$ cat src/rtl/irq_hub_pkg.sv
package irq_hub_pkg;
  localparam int ADDR_W = 4;

  typedef enum logic [ADDR_W-1:0] {
    RA_MODE     = 4'd0,
    RA_HW_FLAG  = 4'd1,
    RA_LINK_FLG = 4'd2,
    RA_LINK_EN  = 4'd3,
    RA_SBUS_FLG = 4'd4,
    RA_SBUS_EN  = 4'd5,
    RA_COMB     = 4'd6,
    RA_HP_FLAG  = 4'd7,
    RA_HP_MASK  = 4'd8
  } reg_addr_e;

  localparam int NUM_GROUPS = 3;
  localparam int GRP_HW   = 0;
  localparam int GRP_LINK = 1;
  localparam int GRP_SBUS = 2;
endpackage

$ cat src/rtl/irq_sticky_bank.sv
module irq_sticky_bank #(
  parameter int W = 4
) (
  input  logic         clk,
  input  logic         rst_n,
  input  logic [W-1:0] set_i,
  input  logic [W-1:0] clr_i,
  output logic [W-1:0] flags_o
);
  logic [W-1:0] q;

  for (genvar i = 0; i < W; i++) begin : g_bit
    always_ff @(posedge clk) begin
      if (!rst_n)        q[i] <= 1'b0;
      else if (set_i[i]) q[i] <= 1'b1;
      else if (clr_i[i]) q[i] <= 1'b0;
    end
  end

  assign flags_o = q;


  set_wins_chk: assert property (@(posedge clk) disable iff (!rst_n)
    (|set_i) |=> ((flags_o & $past(set_i)) == $past(set_i)));


  clear_takes_chk: assert property (@(posedge clk) disable iff (!rst_n)
    (|(clr_i & ~set_i)) |=> ((flags_o & $past(clr_i & ~set_i)) == '0));


  hold_chk: assert property (@(posedge clk) disable iff (!rst_n)
    ((set_i == '0) && (clr_i == '0)) |=> $stable(flags_o));
endmodule

$ cat src/rtl/irq_group_reduce.sv
module irq_group_reduce #(
  parameter int W      = 4,
  parameter bit HAS_EN = 1'b1
) (
  input  logic [W-1:0] cond_i,
  input  logic [W-1:0] en_i,
  output logic         any_o
);
  logic [W-1:0] gated;

  if (HAS_EN) begin : g_masked
    assign gated = cond_i & en_i;
  end else begin : g_open
    logic [W-1:0] unused_en;
    assign unused_en = en_i;
    assign gated = cond_i;
  end

  assign any_o = |gated;


  always_comb begin
    if (HAS_EN && en_i == '0)
      no_enable_chk: assert (!any_o);
  end
endmodule

$ cat src/rtl/irq_frame_latch.sv
module irq_frame_latch (
  input  logic clk,
  input  logic rst_n,
  input  logic start_i,
  input  logic access_i,
  output logic active_o
);
  logic q;

  always_ff @(posedge clk) begin
    if (!rst_n)        q <= 1'b0;
    else if (start_i)  q <= 1'b1;
    else if (access_i) q <= 1'b0;
  end

  assign active_o = q;


  frame_set_chk: assert property (@(posedge clk) disable iff (!rst_n)
    start_i |=> active_o);


  frame_release_chk: assert property (@(posedge clk) disable iff (!rst_n)
    (access_i && !start_i) |=> !active_o);


  frame_hold_chk: assert property (@(posedge clk) disable iff (!rst_n)
    (!access_i && !start_i) |=> $stable(active_o));
endmodule

$ cat src/rtl/irq_en_reg.sv
module irq_en_reg #(
  parameter int W = 4
) (
  input  logic         clk,
  input  logic         rst_n,
  input  logic         we_i,
  input  logic [W-1:0] d_i,
  output logic [W-1:0] q_o
);
  always_ff @(posedge clk) begin
    if (!rst_n)    q_o <= '0;
    else if (we_i) q_o <= d_i;
  end


  en_write_chk: assert property (@(posedge clk) disable iff (!rst_n)
    we_i |=> (q_o == $past(d_i)));
endmodule

$ cat src/rtl/irq_hub.sv
module irq_hub
  import irq_hub_pkg::*;
#(
  parameter int DATA_W = 16,
  parameter int HW_W   = 4,
  parameter int LINK_W = 4,
  parameter int SBUS_W = 4,
  parameter int RF_W   = 4
) (
  input  logic              clk,
  input  logic              rst_n,
  input  logic              frame_start_i,
  input  logic [HW_W-1:0]   hw_ev_i,
  input  logic [LINK_W-1:0] link_ev_i,
  input  logic [SBUS_W-1:0] sbus_ev_i,
  input  logic [RF_W-1:0]   rf_trig_i,
  input  logic              host_port_ev_i,
  input  logic              bus_sel_i,
  input  logic              bus_we_i,
  input  logic [3:0]        bus_addr_i,
  input  logic [DATA_W-1:0] bus_wdata_i,
  output logic [DATA_W-1:0] bus_rdata_o,
  output logic              frame_irq_n_o,
  output logic              comb_irq_n_o,
  output logic              hipr_irq_n_o
);
  localparam int HP_W      = RF_W + 2;
  localparam int HP_FRAME  = RF_W;
  localparam int HP_HOST   = RF_W + 1;
  localparam int COMB_EN_L = NUM_GROUPS;
  localparam int COMB_EN_H = 2 * NUM_GROUPS - 1;

  // Decode
  logic wr, mode_acc;
  assign wr       = bus_sel_i && bus_we_i;
  assign mode_acc = bus_sel_i && (bus_addr_i == RA_MODE);

  function automatic logic wr_to(input logic [3:0] a, input reg_addr_e r);
    return wr && (a == r);
  endfunction

  // Mode register
  logic [DATA_W-1:0] mode_q;
  always_ff @(posedge clk) begin
    if (!rst_n)                        mode_q <= '0;
    else if (wr_to(bus_addr_i, RA_MODE)) mode_q <= bus_wdata_i;
  end

  // Frame latch
  logic frame_act;
  irq_frame_latch u_frame (
    .clk      (clk),
    .rst_n    (rst_n),
    .start_i  (frame_start_i),
    .access_i (mode_acc),
    .active_o (frame_act)
  );

  // Sticky condition flags
  logic [HW_W-1:0]   hw_flg,   hw_clr;
  logic [LINK_W-1:0] link_flg, link_clr;
  logic [SBUS_W-1:0] sbus_flg, sbus_clr;
  logic [HP_W-1:0]   hp_flg,   hp_clr, hp_set;

  assign hw_clr   = wr_to(bus_addr_i, RA_HW_FLAG)  ? bus_wdata_i[HW_W-1:0]   : '0;
  assign link_clr = wr_to(bus_addr_i, RA_LINK_FLG) ? bus_wdata_i[LINK_W-1:0] : '0;
  assign sbus_clr = wr_to(bus_addr_i, RA_SBUS_FLG) ? bus_wdata_i[SBUS_W-1:0] : '0;
  assign hp_clr   = wr_to(bus_addr_i, RA_HP_FLAG)  ? bus_wdata_i[HP_W-1:0]   : '0;
  assign hp_set   = {host_port_ev_i, frame_start_i, rf_trig_i};

  irq_sticky_bank #(.W(HW_W)) u_hw_flags (
    .clk(clk), .rst_n(rst_n), .set_i(hw_ev_i), .clr_i(hw_clr), .flags_o(hw_flg));
  irq_sticky_bank #(.W(LINK_W)) u_link_flags (
    .clk(clk), .rst_n(rst_n), .set_i(link_ev_i), .clr_i(link_clr), .flags_o(link_flg));
  irq_sticky_bank #(.W(SBUS_W)) u_sbus_flags (
    .clk(clk), .rst_n(rst_n), .set_i(sbus_ev_i), .clr_i(sbus_clr), .flags_o(sbus_flg));
  irq_sticky_bank #(.W(HP_W)) u_hp_flags (
    .clk(clk), .rst_n(rst_n), .set_i(hp_set), .clr_i(hp_clr), .flags_o(hp_flg));

  // Enable registers
  logic [LINK_W-1:0]     link_en;
  logic [SBUS_W-1:0]     sbus_en;
  logic [HP_W-1:0]       hp_mask;
  logic [NUM_GROUPS-1:0] comb_en;

  irq_en_reg #(.W(LINK_W)) u_link_en (
    .clk(clk), .rst_n(rst_n), .we_i(wr_to(bus_addr_i, RA_LINK_EN)),
    .d_i(bus_wdata_i[LINK_W-1:0]), .q_o(link_en));
  irq_en_reg #(.W(SBUS_W)) u_sbus_en (
    .clk(clk), .rst_n(rst_n), .we_i(wr_to(bus_addr_i, RA_SBUS_EN)),
    .d_i(bus_wdata_i[SBUS_W-1:0]), .q_o(sbus_en));
  irq_en_reg #(.W(HP_W)) u_hp_mask (
    .clk(clk), .rst_n(rst_n), .we_i(wr_to(bus_addr_i, RA_HP_MASK)),
    .d_i(bus_wdata_i[HP_W-1:0]), .q_o(hp_mask));
  irq_en_reg #(.W(NUM_GROUPS)) u_comb_en (
    .clk(clk), .rst_n(rst_n), .we_i(wr_to(bus_addr_i, RA_COMB)),
    .d_i(bus_wdata_i[COMB_EN_H:COMB_EN_L]), .q_o(comb_en));

  // Level 1: group reduction
  logic [NUM_GROUPS-1:0] grp;

  irq_group_reduce #(.W(HW_W), .HAS_EN(1'b0)) u_grp_hw (
    .cond_i(hw_flg), .en_i({HW_W{1'b1}}), .any_o(grp[GRP_HW]));
  irq_group_reduce #(.W(LINK_W), .HAS_EN(1'b1)) u_grp_link (
    .cond_i(link_flg), .en_i(link_en), .any_o(grp[GRP_LINK]));
  irq_group_reduce #(.W(SBUS_W), .HAS_EN(1'b1)) u_grp_sbus (
    .cond_i(sbus_flg), .en_i(sbus_en), .any_o(grp[GRP_SBUS]));

  // Level 2 and high-priority reduction
  logic comb_any, hp_any;

  irq_group_reduce #(.W(NUM_GROUPS), .HAS_EN(1'b1)) u_comb_top (
    .cond_i(grp), .en_i(comb_en), .any_o(comb_any));
  irq_group_reduce #(.W(HP_W), .HAS_EN(1'b1)) u_hp_top (
    .cond_i(hp_flg), .en_i(hp_mask), .any_o(hp_any));

  // Output drivers
  assign frame_irq_n_o = ~frame_act;
  assign comb_irq_n_o  = ~comb_any;
  assign hipr_irq_n_o  = ~hp_any;

  // Read mux
  always_comb begin
    bus_rdata_o = '0;
    if (bus_sel_i && !bus_we_i) begin
      case (bus_addr_i)
        RA_MODE:     bus_rdata_o = mode_q;
        RA_HW_FLAG:  bus_rdata_o[HW_W-1:0]   = hw_flg;
        RA_LINK_FLG: bus_rdata_o[LINK_W-1:0] = link_flg;
        RA_LINK_EN:  bus_rdata_o[LINK_W-1:0] = link_en;
        RA_SBUS_FLG: bus_rdata_o[SBUS_W-1:0] = sbus_flg;
        RA_SBUS_EN:  bus_rdata_o[SBUS_W-1:0] = sbus_en;
        RA_COMB: begin
          bus_rdata_o[NUM_GROUPS-1:0]      = grp;
          bus_rdata_o[COMB_EN_H:COMB_EN_L] = comb_en;
        end
        RA_HP_FLAG:  bus_rdata_o[HP_W-1:0] = hp_flg;
        RA_HP_MASK:  bus_rdata_o[HP_W-1:0] = hp_mask;
        default:     bus_rdata_o = '0;
      endcase
    end
  end


  reset_idle_chk: assert property (@(posedge clk)
    !rst_n |=> (frame_irq_n_o && comb_irq_n_o && hipr_irq_n_o));


  comb_gate_chk: assert property (@(posedge clk) disable iff (!rst_n)
    (comb_en == '0) |-> comb_irq_n_o);


  hp_gate_chk: assert property (@(posedge clk) disable iff (!rst_n)
    (hp_mask == '0) |-> hipr_irq_n_o);


  hp_frame_bit_chk: assert property (@(posedge clk) disable iff (!rst_n)
    frame_start_i |=> (hp_flg[HP_FRAME] && !frame_irq_n_o));


  hp_host_bit_chk: assert property (@(posedge clk) disable iff (!rst_n)
    host_port_ev_i |=> hp_flg[HP_HOST]);
endmodule

$ cat config.mk
export PLATFORM = sky130hd
export DESIGN_NAME = irq_hub
export DESIGN_NICKNAME = d
export VERILOG_FILES = /design/src/rtl/irq_hub_pkg.sv /design/src/rtl/irq_sticky_bank.sv /design/src/rtl/irq_group_reduce.sv /design/src/rtl/irq_frame_latch.sv /design/src/rtl/irq_en_reg.sv /design/src/rtl/irq_hub.sv
export SDC_FILE = /design/constraint.sdc
export NUM_CORES = 1
export LEC_CHECK = 0
export BUFFER_PORTS_ARGS = -buffer_cell sky130_fd_sc_hd__buf_2
export CORE_ASPECT_RATIO = 0.6
export CORE_MARGIN = 10
export CORE_UTILIZATION = 58
export DETAILED_ROUTE_END_ITERATION = 10
export PLACE_DENSITY = 0.9
export SKIP_LAST_GASP = 1
export SLEW_MARGIN = 20
export SYNTH_ARGS = -nofsm -noshare
export SYNTH_HDL_FRONTEND = slang
export SYNTH_SLANG_ARGS = --single-unit
$ cat constraint.sdc
create_clock -name clk -period 4.2 [get_ports clk]
set_input_delay 0.42 -clock clk [delete_from_list [all_inputs] [get_ports clk]]
set_output_delay 0.42 -clock clk [all_outputs]
set_load 0.03 [all_outputs]
==> summary.txt <==
Power and ir drop
  • Power share of the sequential group: 55.6%
  • P_int: 706 uW
  • Total power: 939 uW
  • Fraction of power consumed by combinational cells: 11.8%
  • Switch share: 24.8%
  • Switching power: 233 uW
  • Portion of total power attributed to the clock network: 32.6%
  • Ratio of total power to cell area: 312 mW/mm^2
  • Leakage power of the design: 0.00119 uW
  • Worst supply voltage drop on vdd: 189 uV

Critical path
  • Largest incremental delay on the critical path: 0.55 ns
  • Reg-to-reg slack, setup: 3.39 ns
  • CP arrival: 1.94 ns
  • Total number of cells along the worst setup path: 6
  • Worst R2R Path Depth: 2
  • Critical Path Source Type: primary input
  • Number of buffer and inverter stages on the critical path: 2
  • Critical Path Sink Type: output port
  • Category of the critical setup timing path: in -> out
  • Crit Reg-Reg Startpoint: u_sbus_flags.flags_o[3]
  • Crit path max-delay family: multiplexers
  • Endpoint required time on the critical path: 3.78 ns
  • Max stage delay cell, worst path: sky130_fd_sc_hd__mux4_2
  • Worst setup path endpoint: bus_rdata_o[3]
  • Most prevalent standard cell on the critical path: sky130_fd_sc_hd__buf_2
  • Worst setup path startpoint: bus_addr_i[0]
  • Cell chain of the critical path: buf_2, mux4_2, mux2_2, a22oi_1, nor2_1, buf_2
  • Worst reg2reg endpoint: u_sbus_flags.flags_o[3]
  • Maximum net fanout on the critical path: 15

Synthesis
  • Synth Net Count: 323
  • Share of the yosys chip area belonging to registers: 39.5%
  • Number of flops mapped to enable cells by yosys: 0
  • Number of flip-flops and latches in the synthesized netlist: 52
  • Area of the mapped netlist: 0.00264 sq mm
  • Synth area leaders: sky130_fd_sc_hd__dfxtp_1, sky130_fd_sc_hd__a21boi_1, sky130_fd_sc_hd__mux2i_1
  • Synthesized instance count: 281
  • Yosys warning total: 0
  • Area share of the largest cell type after synthesis: 39.5%
  • Async set-or-reset flop fraction in the synthesized netlist: 0%
  • Most used flip-flop cell after synthesis: sky130_fd_sc_hd__dfxtp_1
  • Number of distinct library cell variants in the gate-level netlist after synthesis: 47
  • Per-instance average area after synthesis: 9.39 sq um
  • Top cell type by total area after synthesis: sky130_fd_sc_hd__dfxtp_1

Global routing
  • Wire length of the first global-routing pass: 11.9 mm
  • Met1 usage in global routing: 26.0%
  • Global routing met3 resource utilization: 5.82%
  • Initial antenna violation count: 1
  • Met2 global-route usage: 28.1%
  • Layer with the highest usage: met2
  • Number of global-route vias before repair: 2291
  • Largest net degree at the start of global routing: 53
  • Total global routing track utilization: 19.0%
  • Total gr overflow: 0

Clock tree
  • TritonCTS buffer count: 5
  • Buffers inserted during post-CTS setup optimization: 0
  • Clk Latency, worst-skew pair: 0.30 ns
  • Buffer type at the clock tree root: sky130_fd_sc_hd__clkbuf_8
  • Hold buffer count at CTS: 0
  • Max Root-Sink Buffers: 2
  • CTS H-tree lvls: 2
  • TritonCTS clock tree: built
  • Register clock-pin slew on the reported worst setup and hold paths: 0.09 ns
  • # resized after CTS: 0
  • Clk sinks: 52

STA
  • Final period demand of the worst path: 2.36 ns
  • Endpoints failing hold: 0
  • Final setup violating endpoints: 0
  • Max frequency: 0.423 GHz
  • Measured slew at the worst slew-check pin: 0.823 ns
  • Setup repair after global routing missed its margin: false
  • Rel. slew slack: 45.1%
  • Max-slew violation total from the final report: 0
  • Period utilization: 56.3%
  • Worst Skew: 0 ns
  • Final setup slack of the worst path: 1.84 ns
  • Final total negative setup slack: 0 ns

Routing
  • Detail-routed net length per standard cell: 19.2 um
  • Via count: 2343
  • Detailed Route Iter0 Violations: 220
  • Post-route antenna net violation count: 0
  • First-pass DRT Iterations: 4
  • Residual DRC: 0
  • Detailed Route WL: 7.48 mm
  • Number of vias per cell after detailed routing: 6.02

Final layout
  • Share of final-layout standard cells stronger than drive strength 1: 23.7%
  • Most frequent standard cell in the layout excluding fill and tap cells: sky130_fd_sc_hd__buf_2
  • Area growth, synth to finish: 14.2%
  • Total Nets Final: 371
  • Fill cell instance count of the final layout: 354
  • Util after Layout: 70.8%
  • Antenna diode count: 0
  • Commonest non-fill, non-tap cells in the layout: sky130_fd_sc_hd__buf_2, sky130_fd_sc_hd__dfxtp_1, sky130_fd_sc_hd__nand2_1, sky130_fd_sc_hd__a21boi_1, sky130_fd_sc_hd__nor2b_1

Floorplan
  • Core region area: 0.00426 sq mm
  • Effective utilization at floorplan: 62.0%
  • Horizontal die dimension: 107 um
  • Number of core rows: 18
  • Number of top-level pins: 61
  • Die area: 0.00773 sq mm
  • Vertical die dimension: 72.2 um

Hold path
  • Class of the most critical hold timing path: in -> reg
  • Worst hold path cell count: 2

Place
  • Count of input and output buffers: 60
  • Post-Place Setup Slack: 1.83 ns
  • Detailed-placement wirelength estimate: 5.51 mm
  • Routability cong.: 0.990

Outcome
  • Status: finished clean

Flow run
  • Max Cap Viol: 0
-- Yosys cell counts, drive strengths merged (2+ instances only) --
cell,number
nor2,7
a21boi,34
and4,2
a31oi,3
mux4,2
dfxtp,52
inv,3
clkbuf,9
a22oi,10
nor4b,4
nor2b,20
nand2,39
and2,11
mux2,3
a32o,2
o21a,19
a22o,4
and3,4
buf,10
a221oi,2
mux2i,18
a222oi,5
a21oi,2
-- final cells by class --
class                           count  area, sq um  area share (%)
Multi-Input combinational cell    207         1490            49.4
Timing Repair Buffer               60          300            9.97
Sequential cell                    52         1040            34.6
Inverter                            3         11.3           0.374
Clock buffer                        7         96.3            3.20
Tap cell                           60         75.1            2.49
-- cells by family (layout without fill, tap and decap cells) --
kind of cell | after synthesis | in the layout | synth area share, %
simple gates | 99 | 99 | 21.8
compound gates | 85 | 85 | 24.8
flops | 52 | 52 | 39.5
mux | 23 | 23 | 9.82
buf+inv | 22 | 70 | 4.13
-- how the worst min path moves through the flow --
stage	from	endpoint	slack, ns
after floorplan	mode_q[10]	mode_q[10]	0.43
after global placement	mode_q[11]	mode_q[11]	0.44
after detailed placement	mode_q[6]	mode_q[6]	0.44
after CTS	rf_trig_i[0]	u_hp_flags.flags_o[0]	0.31
after global routing	sbus_ev_i[0]	u_sbus_flags.flags_o[0]	0.32
final	rf_trig_i[0]	u_hp_flags.flags_o[0]	0.31
-- per-layer routing --
layer	part of all wire, %	routed length (um)
met5	0	0
met4	1.1	83
met3	10	750
met2	43	3240
met1	45	3400
-- through the flow --
stage / cell area (sq um) / cells / hold WS, ns
after floorplan: 2640 / 281 / 0.430
final: 3010 / 389 / 0.311
after detailed placement: 2920 / 382 / 0.441
after global placement: 2920 / 382 / 0.436
after CTS: 3010 / 389 / 0.314
after global routing: 3010 / 389 / 0.318
-- power by group through the flow --
| stage | clock network [uW] | logic, uW | registers (uW) |
|---|---|---|---|
| final | 306 | 111 | 522 |
| after global routing | 328 | 120 | 524 |
| after CTS | 305 | 109 | 521 |
| after detailed placement | 0 | 108 | 533 |
| after global placement | 0 | 105 | 532 |
| after floorplan | 0 | 71.8 | 527 |
-- sequential cells by signal, summed over array words and instances, names as in the netlist --
signal	count
u_sbus_en.q_o	4
u_hp_mask.q_o	6
u_hw_flags.flags_o	4
u_frame.active_o	1
u_comb_en.q_o	3
u_hp_flags.flags_o	6
mode_q	16
u_link_en.q_o	4
u_link_flags.flags_o	4
u_sbus_flags.flags_o	4
Power figures use the tool's default switching activity.
